**src/rtl/uart_flags_pkg.sv**
```systemverilog
// Package: field positions and shared types for the UART FIFO status word.
// Assumes the status word is 32 bits wide and the pointer fields are 6 bits wide.
package uart_flags_pkg;
    localparam int STAT_W      = 32;
    localparam int PTR_W       = 6;
    localparam int ERR_W       = 7;
    localparam int BIT_ACTIVE  = 31;
    localparam int BIT_RXIDLE  = 29;
    localparam int BIT_TXDONE  = 28;
    localparam int BIT_TXOVF   = 24;
    localparam int BIT_TXFULL  = 23;
    localparam int BIT_TXEMPTY = 22;
    localparam int TXPTR_LSB   = 16;
    localparam int BIT_RXFULL  = 15;
    localparam int BIT_RXEMPTY = 14;
    localparam int RXPTR_LSB   = 8;

    // Occupancy summary of one FIFO as shown in the status word.
    typedef struct packed {
        logic             full;
        logic             empty;
        logic [PTR_W-1:0] ptr;
    } level_t;
endpackage

```
**src/rtl/uart_fifo_level.sv**
```systemverilog
// Module: registers the full, empty and pointer view of one FIFO's count.
// Assumes count never exceeds DEPTH and CNT_W <= PTR_W.
module uart_fifo_level
    import uart_flags_pkg::*;
#(
    parameter int DEPTH = 16,
    parameter int CNT_W = $clog2(DEPTH + 1)
) (
    input  logic             clk,
    input  logic             rst_n,
    input  logic [CNT_W-1:0] count,
    output level_t           level
);
    localparam logic [CNT_W-1:0] FULL_CNT = CNT_W'(DEPTH);

    // Capture the occupancy summary each cycle.
    always_ff @(posedge clk) begin
        if (!rst_n) begin
            level.full  <= 1'b0;
            level.empty <= 1'b1;
            level.ptr   <= '0;
        end else begin
            level.full  <= (count == FULL_CNT);
            level.empty <= (count == '0);
            level.ptr   <= PTR_W'(count);
        end
    end
endmodule

```
**src/rtl/uart_sticky_bank.sv**
```systemverilog
// Module: a row of sticky flags, each set by an event and cleared by write-one.
// Assumes set has priority over clear in the same cycle.
module uart_sticky_bank #(
    parameter int W = 8
) (
    input  logic         clk,
    input  logic         rst_n,
    input  logic [W-1:0] set,
    input  logic [W-1:0] clr,
    output logic [W-1:0] flags
);
    for (genvar i = 0; i < W; i++) begin : g_bit
        // Hold one flag: set wins, then clear, else keep.
        always_ff @(posedge clk) begin
            if (!rst_n)      flags[i] <= 1'b0;
            else if (set[i]) flags[i] <= 1'b1;
            else if (clr[i]) flags[i] <= 1'b0;
        end
    end
endmodule

```
**src/rtl/uart_tx_drain_tracker.sv**
```systemverilog
// Module: transmitter-done flag; set when the final stop bit is out with an empty FIFO.
// Assumes stop_done is a single-cycle pulse and the shifter reads idle after it.
module uart_tx_drain_tracker (
    input  logic clk,
    input  logic rst_n,
    input  logic fifo_empty,
    input  logic shift_idle,
    input  logic stop_done,
    output logic done_flag
);
    logic keep_done;
    logic next_done;

    // Decide whether the line has fully drained after this edge.
    always_comb begin
        keep_done = done_flag && shift_idle;
        next_done = fifo_empty && (stop_done || keep_done);
    end

    // Register the drained state.
    always_ff @(posedge clk) begin
        if (!rst_n) done_flag <= 1'b1;
        else        done_flag <= next_done;
    end
endmodule

```
**src/rtl/uart_fifo_flags.sv**
```systemverilog
// Module: builds the 32-bit UART FIFO status word from FIFO counts, shifter
// states and event strobes; sticky bits are cleared by writing one.
// Assumes counts are in 0..DEPTH and every field is a registered view.
module uart_fifo_flags
    import uart_flags_pkg::*;
#(
    parameter int DEPTH = 16,
    parameter int CNT_W = $clog2(DEPTH + 1)
) (
    input  logic              clk,
    input  logic              rst_n,
    input  logic [CNT_W-1:0]  tx_count,
    input  logic [CNT_W-1:0]  rx_count,
    input  logic              tx_push,
    output logic              tx_push_accept,
    input  logic              tx_shift_idle,
    input  logic              rx_shift_idle,
    input  logic              tx_stop_done,
    input  logic              txrx_disable,
    input  logic [ERR_W-1:0]  rx_err_set,
    input  logic              csr_wr,
    input  logic [STAT_W-1:0] csr_wdata,
    output logic [STAT_W-1:0] status_word
);
    localparam logic [CNT_W-1:0] FULL_CNT = CNT_W'(DEPTH);
    localparam int STICKY_W = ERR_W + 1;

    level_t              tx_level;
    level_t              rx_level;
    logic                tx_full_now;
    logic                tx_idle_now;
    logic                active_q;
    logic                rxidle_q;
    logic                txdone_q;
    logic [STICKY_W-1:0] sticky_set;
    logic [STICKY_W-1:0] sticky_clr;
    logic [STICKY_W-1:0] sticky_q;
    logic                unused_wdata;

    assign unused_wdata = ^{csr_wdata[31:25], csr_wdata[23:7]};

    // Decode the live transmit conditions and the push gate.
    always_comb begin
        tx_full_now    = (tx_count == FULL_CNT);
        tx_idle_now    = tx_shift_idle && (tx_count == '0);
        tx_push_accept = tx_push && !tx_full_now;
    end

    uart_fifo_level #(.DEPTH(DEPTH), .CNT_W(CNT_W)) u_tx_level (
        .clk(clk), .rst_n(rst_n), .count(tx_count), .level(tx_level)
    );

    uart_fifo_level #(.DEPTH(DEPTH), .CNT_W(CNT_W)) u_rx_level (
        .clk(clk), .rst_n(rst_n), .count(rx_count), .level(rx_level)
    );

    uart_tx_drain_tracker u_drain (
        .clk(clk), .rst_n(rst_n), .fifo_empty(tx_count == '0),
        .shift_idle(tx_shift_idle), .stop_done(tx_stop_done), .done_flag(txdone_q)
    );

    // Route event strobes and write-one clears to the sticky row.
    always_comb begin
        sticky_set = {tx_push && tx_full_now, rx_err_set};
        sticky_clr = csr_wr ? {csr_wdata[BIT_TXOVF], csr_wdata[ERR_W-1:0]} : '0;
    end

    uart_sticky_bank #(.W(STICKY_W)) u_sticky (
        .clk(clk), .rst_n(rst_n), .set(sticky_set), .clr(sticky_clr), .flags(sticky_q)
    );

    // Register activity and receiver idle.
    always_ff @(posedge clk) begin
        if (!rst_n) begin
            active_q <= 1'b1;
            rxidle_q <= 1'b1;
        end else begin
            active_q <= !(txrx_disable && tx_idle_now && rx_shift_idle);
            rxidle_q <= rx_shift_idle;
        end
    end

    // Pack all fields; reserved positions stay zero.
    always_comb begin
        status_word                          = '0;
        status_word[BIT_ACTIVE]              = active_q;
        status_word[BIT_RXIDLE]              = rxidle_q;
        status_word[BIT_TXDONE]              = txdone_q;
        status_word[BIT_TXOVF]               = sticky_q[ERR_W];
        status_word[BIT_TXFULL]              = tx_level.full;
        status_word[BIT_TXEMPTY]             = tx_level.empty;
        status_word[TXPTR_LSB +: PTR_W]      = tx_level.ptr;
        status_word[BIT_RXFULL]              = rx_level.full;
        status_word[BIT_RXEMPTY]             = rx_level.empty;
        status_word[RXPTR_LSB +: PTR_W]      = rx_level.ptr;
        status_word[ERR_W-1:0]               = sticky_q[ERR_W-1:0];
    end
endmodule

```
**config.mk**
```make
export PLATFORM = sky130hd
export DESIGN_NAME = uart_fifo_flags
export DESIGN_NICKNAME = d
export VERILOG_FILES = /design/src/rtl/uart_flags_pkg.sv /design/src/rtl/uart_fifo_level.sv /design/src/rtl/uart_sticky_bank.sv /design/src/rtl/uart_tx_drain_tracker.sv /design/src/rtl/uart_fifo_flags.sv
export SDC_FILE = /design/constraint.sdc
export NUM_CORES = 1
export LEC_CHECK = 0
export BUFFER_PORTS_ARGS = -buffer_cell sky130_fd_sc_hd__buf_2
export CORE_AREA = 8 8 63 65
export CTS_BUF_LIST = sky130_fd_sc_hd__clkbuf_4 sky130_fd_sc_hd__clkbuf_8 sky130_fd_sc_hd__clkbuf_16
export DETAILED_ROUTE_END_ITERATION = 8
export DIE_AREA = 0 0 71 73
export PLACE_DENSITY_LB_ADDON = 0.1
export SETUP_SLACK_MARGIN = 0.05
export SYNTH_ARGS = -nofsm -noshare
export SYNTH_HDL_FRONTEND = slang
export SYNTH_SLANG_ARGS = --single-unit
```
**constraint.sdc**
```tcl
create_clock -name clk -period 1 [get_ports clk]
set_input_delay 0.1 -clock clk [delete_from_list [all_inputs] [get_ports clk]]
set_output_delay 0.1 -clock clk [all_outputs]
set_load 0.02 [all_outputs]
```
* After elaboration in Yosys (flattened, before gate mapping)
Cells that the tools add are included.
Word-level totals: bits of input ports 57, word-level logic and storage cells 58, output and inout port bits 33, flip-flop bits (word level) 27
Cells by class: reductions and logical operators 20, equality and inequality tests 2, multiplexer cells 17
Operator list (count):
- $mux W1 | 16
- $reduce_bool A2 Y1 | 8
- $eq A5 B5 Y1 const B | 2
- $logic_not A5 Y1 | 2
- $mux W8 | 1
- $logic_and A1 B1 Y1 | 7
- $logic_not A1 Y1 | 2
- $logic_or A1 B1 Y1 | 1

* Logic depth before layout (Yosys ltp)
depth after elaboration 5, mapped depth 3, mapped depth without buffers 2

* Cells and area by module
A second synthesis with hierarchy kept.
Second synthesis, totals: cells, all modules 91, area, all modules 997.2 um^2
Modules (own cells, without submodules):
- uart_fifo_level | area each 209.0 um^2, cells each 18, instances 2, sequential area each 140.1 um^2
- uart_sticky_bank | area each 337.8 um^2, cells each 25, instances 1, sequential area each 160.2 um^2
- uart_fifo_flags | area each 207.7 um^2, cells each 26, instances 1, sequential area each 40.0 um^2
- uart_tx_drain_tracker | area each 33.8 um^2, cells each 4, instances 1, sequential area each 20.0 um^2

* Least setup slack after synthesis
No wires, ideal clock.
path type input -> register, start input port tx_count[1], end register active_q, library setup time 0.127 ns, data required time 0.873 ns, stages on the path 2, path slack -0.081 ns, data arrival time 0.954 ns, buffers on the path 0, path through or4_4 > or3_1
On the way: cells in the longest elaborated chain, start to end 5
Ends and longest elaborated chain:
- from (decl) | line uart_fifo_flags.sv:12 | input logic [CNT_W-1:0] tx_count,
- $logic_not A5 Y1 | line uart_fifo_flags.sv:45 | tx_idle_now = tx_shift_idle && (tx_count == '0);
- $logic_and A1 B1 Y1 | line uart_fifo_flags.sv:45
- $logic_and A1 B1 Y1 (2 in series) | line uart_fifo_flags.sv:78 | active_q <= !(txrx_disable && tx_idle_now && rx_shift_idle);
- $logic_not A1 Y1 | line uart_fifo_flags.sv:78
- to (signal assigned) | line uart_fifo_flags.sv:78
- to (decl) | line uart_fifo_flags.sv:32 | logic active_q;
No other way between the ends. A chain may end at the register's enable or synchronous reset.

* Final worst setup path
start input port tx_count[0], end output port tx_push_accept
On the way: cells in the longest elaborated chain, start to end 3
Ends and longest elaborated chain:
- $eq A5 B5 Y1 | line uart_fifo_flags.sv:44 | tx_full_now = (tx_count == FULL_CNT);
- $logic_not A1 Y1 | line uart_fifo_flags.sv:46 | tx_push_accept = tx_push && !tx_full_now;
- $logic_and A1 B1 Y1 | line uart_fifo_flags.sv:46
- to (decl) | line uart_fifo_flags.sv:15 | output logic tx_push_accept,
No other way between the ends.

==> out/qor.yml <==
status:
  outcome: "completed"
synthesis:
  ys_warn_count: 0
  yosys_most_used_dff: "dfxtp_1"
  synth_edf_count: 0
  synth_most_common_cell: "dfxtp_1"
  syn_inst: 78
  syn_area_sq_um: 862
  synth_area_leaders: "dfxtp_1 (58%), buf_4 (8.7%), and2_1 (8.0%)"
  seq_area_frac_synth_pct: 58.1
  avgSynthCellArea_sq_um: 11.1
  async_flop_share_pct: 0
  synth_top_area_share_pct: 58.1
  yosys-top-cells-count: "dfxtp_1 (25), and2_1 (11), buf_4 (10), a21boi_0 (8), o21a_1 (7)"
  ys_types: 20
  yosys.area.top_type: "dfxtp_1"
  ys_ff_latch: 25
pwr:
  p_per_area_nw_per_um2: 1310
  p_leak_nw: 0.698
  vdd_drop_max_mv: 0.434
routing:
  dr.pass1.iters: 2
  ant_nets: 0
  drt-wirelength-per-cell_microns: 13.3
  avgViaCountPerCell: 4.37
  vias: 817
  route.detailed.drc: 0
  drtIter0Drc: 23
  wirelength_microns: 2480
die:
  start_util_pct: 29.2
  core_area_sq_um: 2950
  die_w_microns: 71
  design.portCount: 90
  die_h_microns: 73
  fp-row-count: 20
  die_area_sq_um: 5180
grt:
  grt_max_degree: 14
  antenna_found_initial: 0
  grt_pass1_wl_microns: 4080
  overflow: 0
  grt_pass1_vias: 915
  grt_usage_pct: 9.79
cells_and_area:
  antennaDiodeCount: 0
  fin_area_sq_um: 1480
  drive_above_1_share_pct: 55.2
  synthToLayoutAreaGrowth_pct: 71.6
  nNetsFinal: 212
critical_path:
  crit_path_start_kind: "input port"
  criticalPathCategory: "in2out"
  crit_chain: "buf_6 -> buf_6 -> nor4_4 -> buf_4 -> a21boi_2 -> buf_6"
  cp.arrival_ns: 0.87
  critPathSlowestCell: "nor4_4"
  critPathMaxFanout: 2
  required_ns: 0.90
  cp-end-kind: "output port"
  crit_top_cell: "buf_6"
  cp_slowest_stage_delay_ns: 0.23
timing:
  timing.fmax_mhz: 1030
  finalMaxSlewViolations: 0
  timing.final.ws_setup_ns: 0.0299
  setup_viol: 0
  fin_crit_sh_pct: 97.0
  fin_skew_ns: 0
  final_hold_viol_count: 0
  fin_crit_ns: 0.970
  whs_ns: 0.0244
  grt_setup_unrepaired: "yes"
clock_network:
  cts.htree.levels: 1
  cts_inserted_buffers: 3
  clk_pin_slew_ns: 0.13
  cts_tree: "done"
  clock_sinks: 25
  clk_path_buf_depth: 2
  root_buffer: "clkbuf_4"
  clkLatencyLatePin_ns: 0.31
placed_design:
  pre_cts_ws_ns: -0.212
  place_area_sq_um: 1180
  io_buffers: 58
  gp_congestion: 0.703
  post-dp-hpwl_microns: 1890
worst_hold_path:
  holdCritPathClass: "in2reg"
job:
  cap_violations: 0
-- cell families after synthesis --
| kind of cell | Yosys count | synth area share (%) |
|---|---|---|
| AND/OR/NAND/NOR | 20 | 15.1 |
| AO/OA/AOI/OAI | 20 | 16.8 |
| buffers and inverters | 12 | 9.58 |
| other | 1 | 0.435 |
| flip-flops | 25 | 58.1 |
-- routing by layer --
layer | GRT usage (%) | up-vias | share of wire (%)
met5 | 0 | - | 0
met4 | 5.54 | 0 | 2.1
met3 | 3.16 | 5 | 6.2
met2 | 18.1 | 30 | 54
met1 | 9.38 | 383 | 38
li1 | - | 399 | -
-- repair_timing --
action / 4_1_cts / 5_1_grt
buffers inserted: 1 / 0
gates resized for setup: 7 / 39
hold buffers: 13 / 0
pin swaps: 2 / 2
hold endpoints to repair: 13 / 0
setup endpoints to repair: 1 / 15
-- sequential cells by signal, summed over array words and instances (netlist names) --
signal,flops
active_q,1
u_tx_level.level,7
rxidle_q,1
u_sticky.flags,8
u_drain.done_flag,1
u_rx_level.level,7
-- path summary, 6_finish.rpt --
| path | startpoint | endpoint | slack (ns) | depth (start not counted) |
|---|---|---|---|---|
| setup / recovery | tx_count[0] | tx_push_accept | 0.03 | 6 |
| hold / removal | tx_count[4] | u_drain.done_flag | 0.02 | 2 |
| setup reg to reg | u_sticky.flags[7] | u_sticky.flags[7] | 0.25 | 2 |
| hold reg to reg | u_drain.done_flag | u_drain.done_flag | 0.58 | 2 |
-- stage by stage --
stage | TNS [ns] | power, mW | util [%] | cells
floorplan | -0.0810 | 1.27 | - | 84
global placement | -0.633 | 1.39 | 39.9 | 169
detailed placement | -0.681 | 1.40 | 39.9 | 169
CTS | -0.0149 | 1.92 | 46.7 | 187
global route | -0.0136 | 2.06 | 50.1 | 187
finish | 0 | 1.94 | 50.1 | 187
-- cell type report --
class	count	area, sq um
Clock buffer	4	30.0
Multi-Input combinational cell	47	320
Sequential cell	25	515
Fill cell	273	1470
Tap cell	33	41.3
Timing Repair Buffer	78	572
-- layout by cell type, fill, tap and decap left out --
cell           count
dlygate4sd3_1     13
nor2b_1            1
a21boi_2           1
buf_6             15
or4_1              1
dfxtp_2           12
nor4_4             1
dfxtp_1           13
clkbuf_4           4
or3_1              1
buf_2             41
nand4_1            1
nand2_1            1
a21boi_0           7
and2_1            11
or4_4              1
and2_2             1
a21oi_1            1
conb_1             7
o31ai_1            1
nand2b_1           1
a32o_1             1
o21ai_0            2
buf_4              9
o21a_1             7
-- where the power goes --
| part | total [mW] | switching, mW | leakage (nW) | internal (mW) |
|---|---|---|---|---|
| logic | 0.401 | 0.191 | 0.470 | 0.210 |
| registers | 1.07 | 0.0211 | 0.209 | 1.05 |
| clock network | 0.466 | 0.283 | 0.0184 | 0.183 |
| total | 1.94 | 0.495 | 0.698 | 1.45 |
-- critical path: cells and delay by family --
family          cells  cell delay [ns]
buf+inv             4             0.49
compound gates      1             0.05
simple gates        1             0.23
Power figures use the tool's default switching activity.
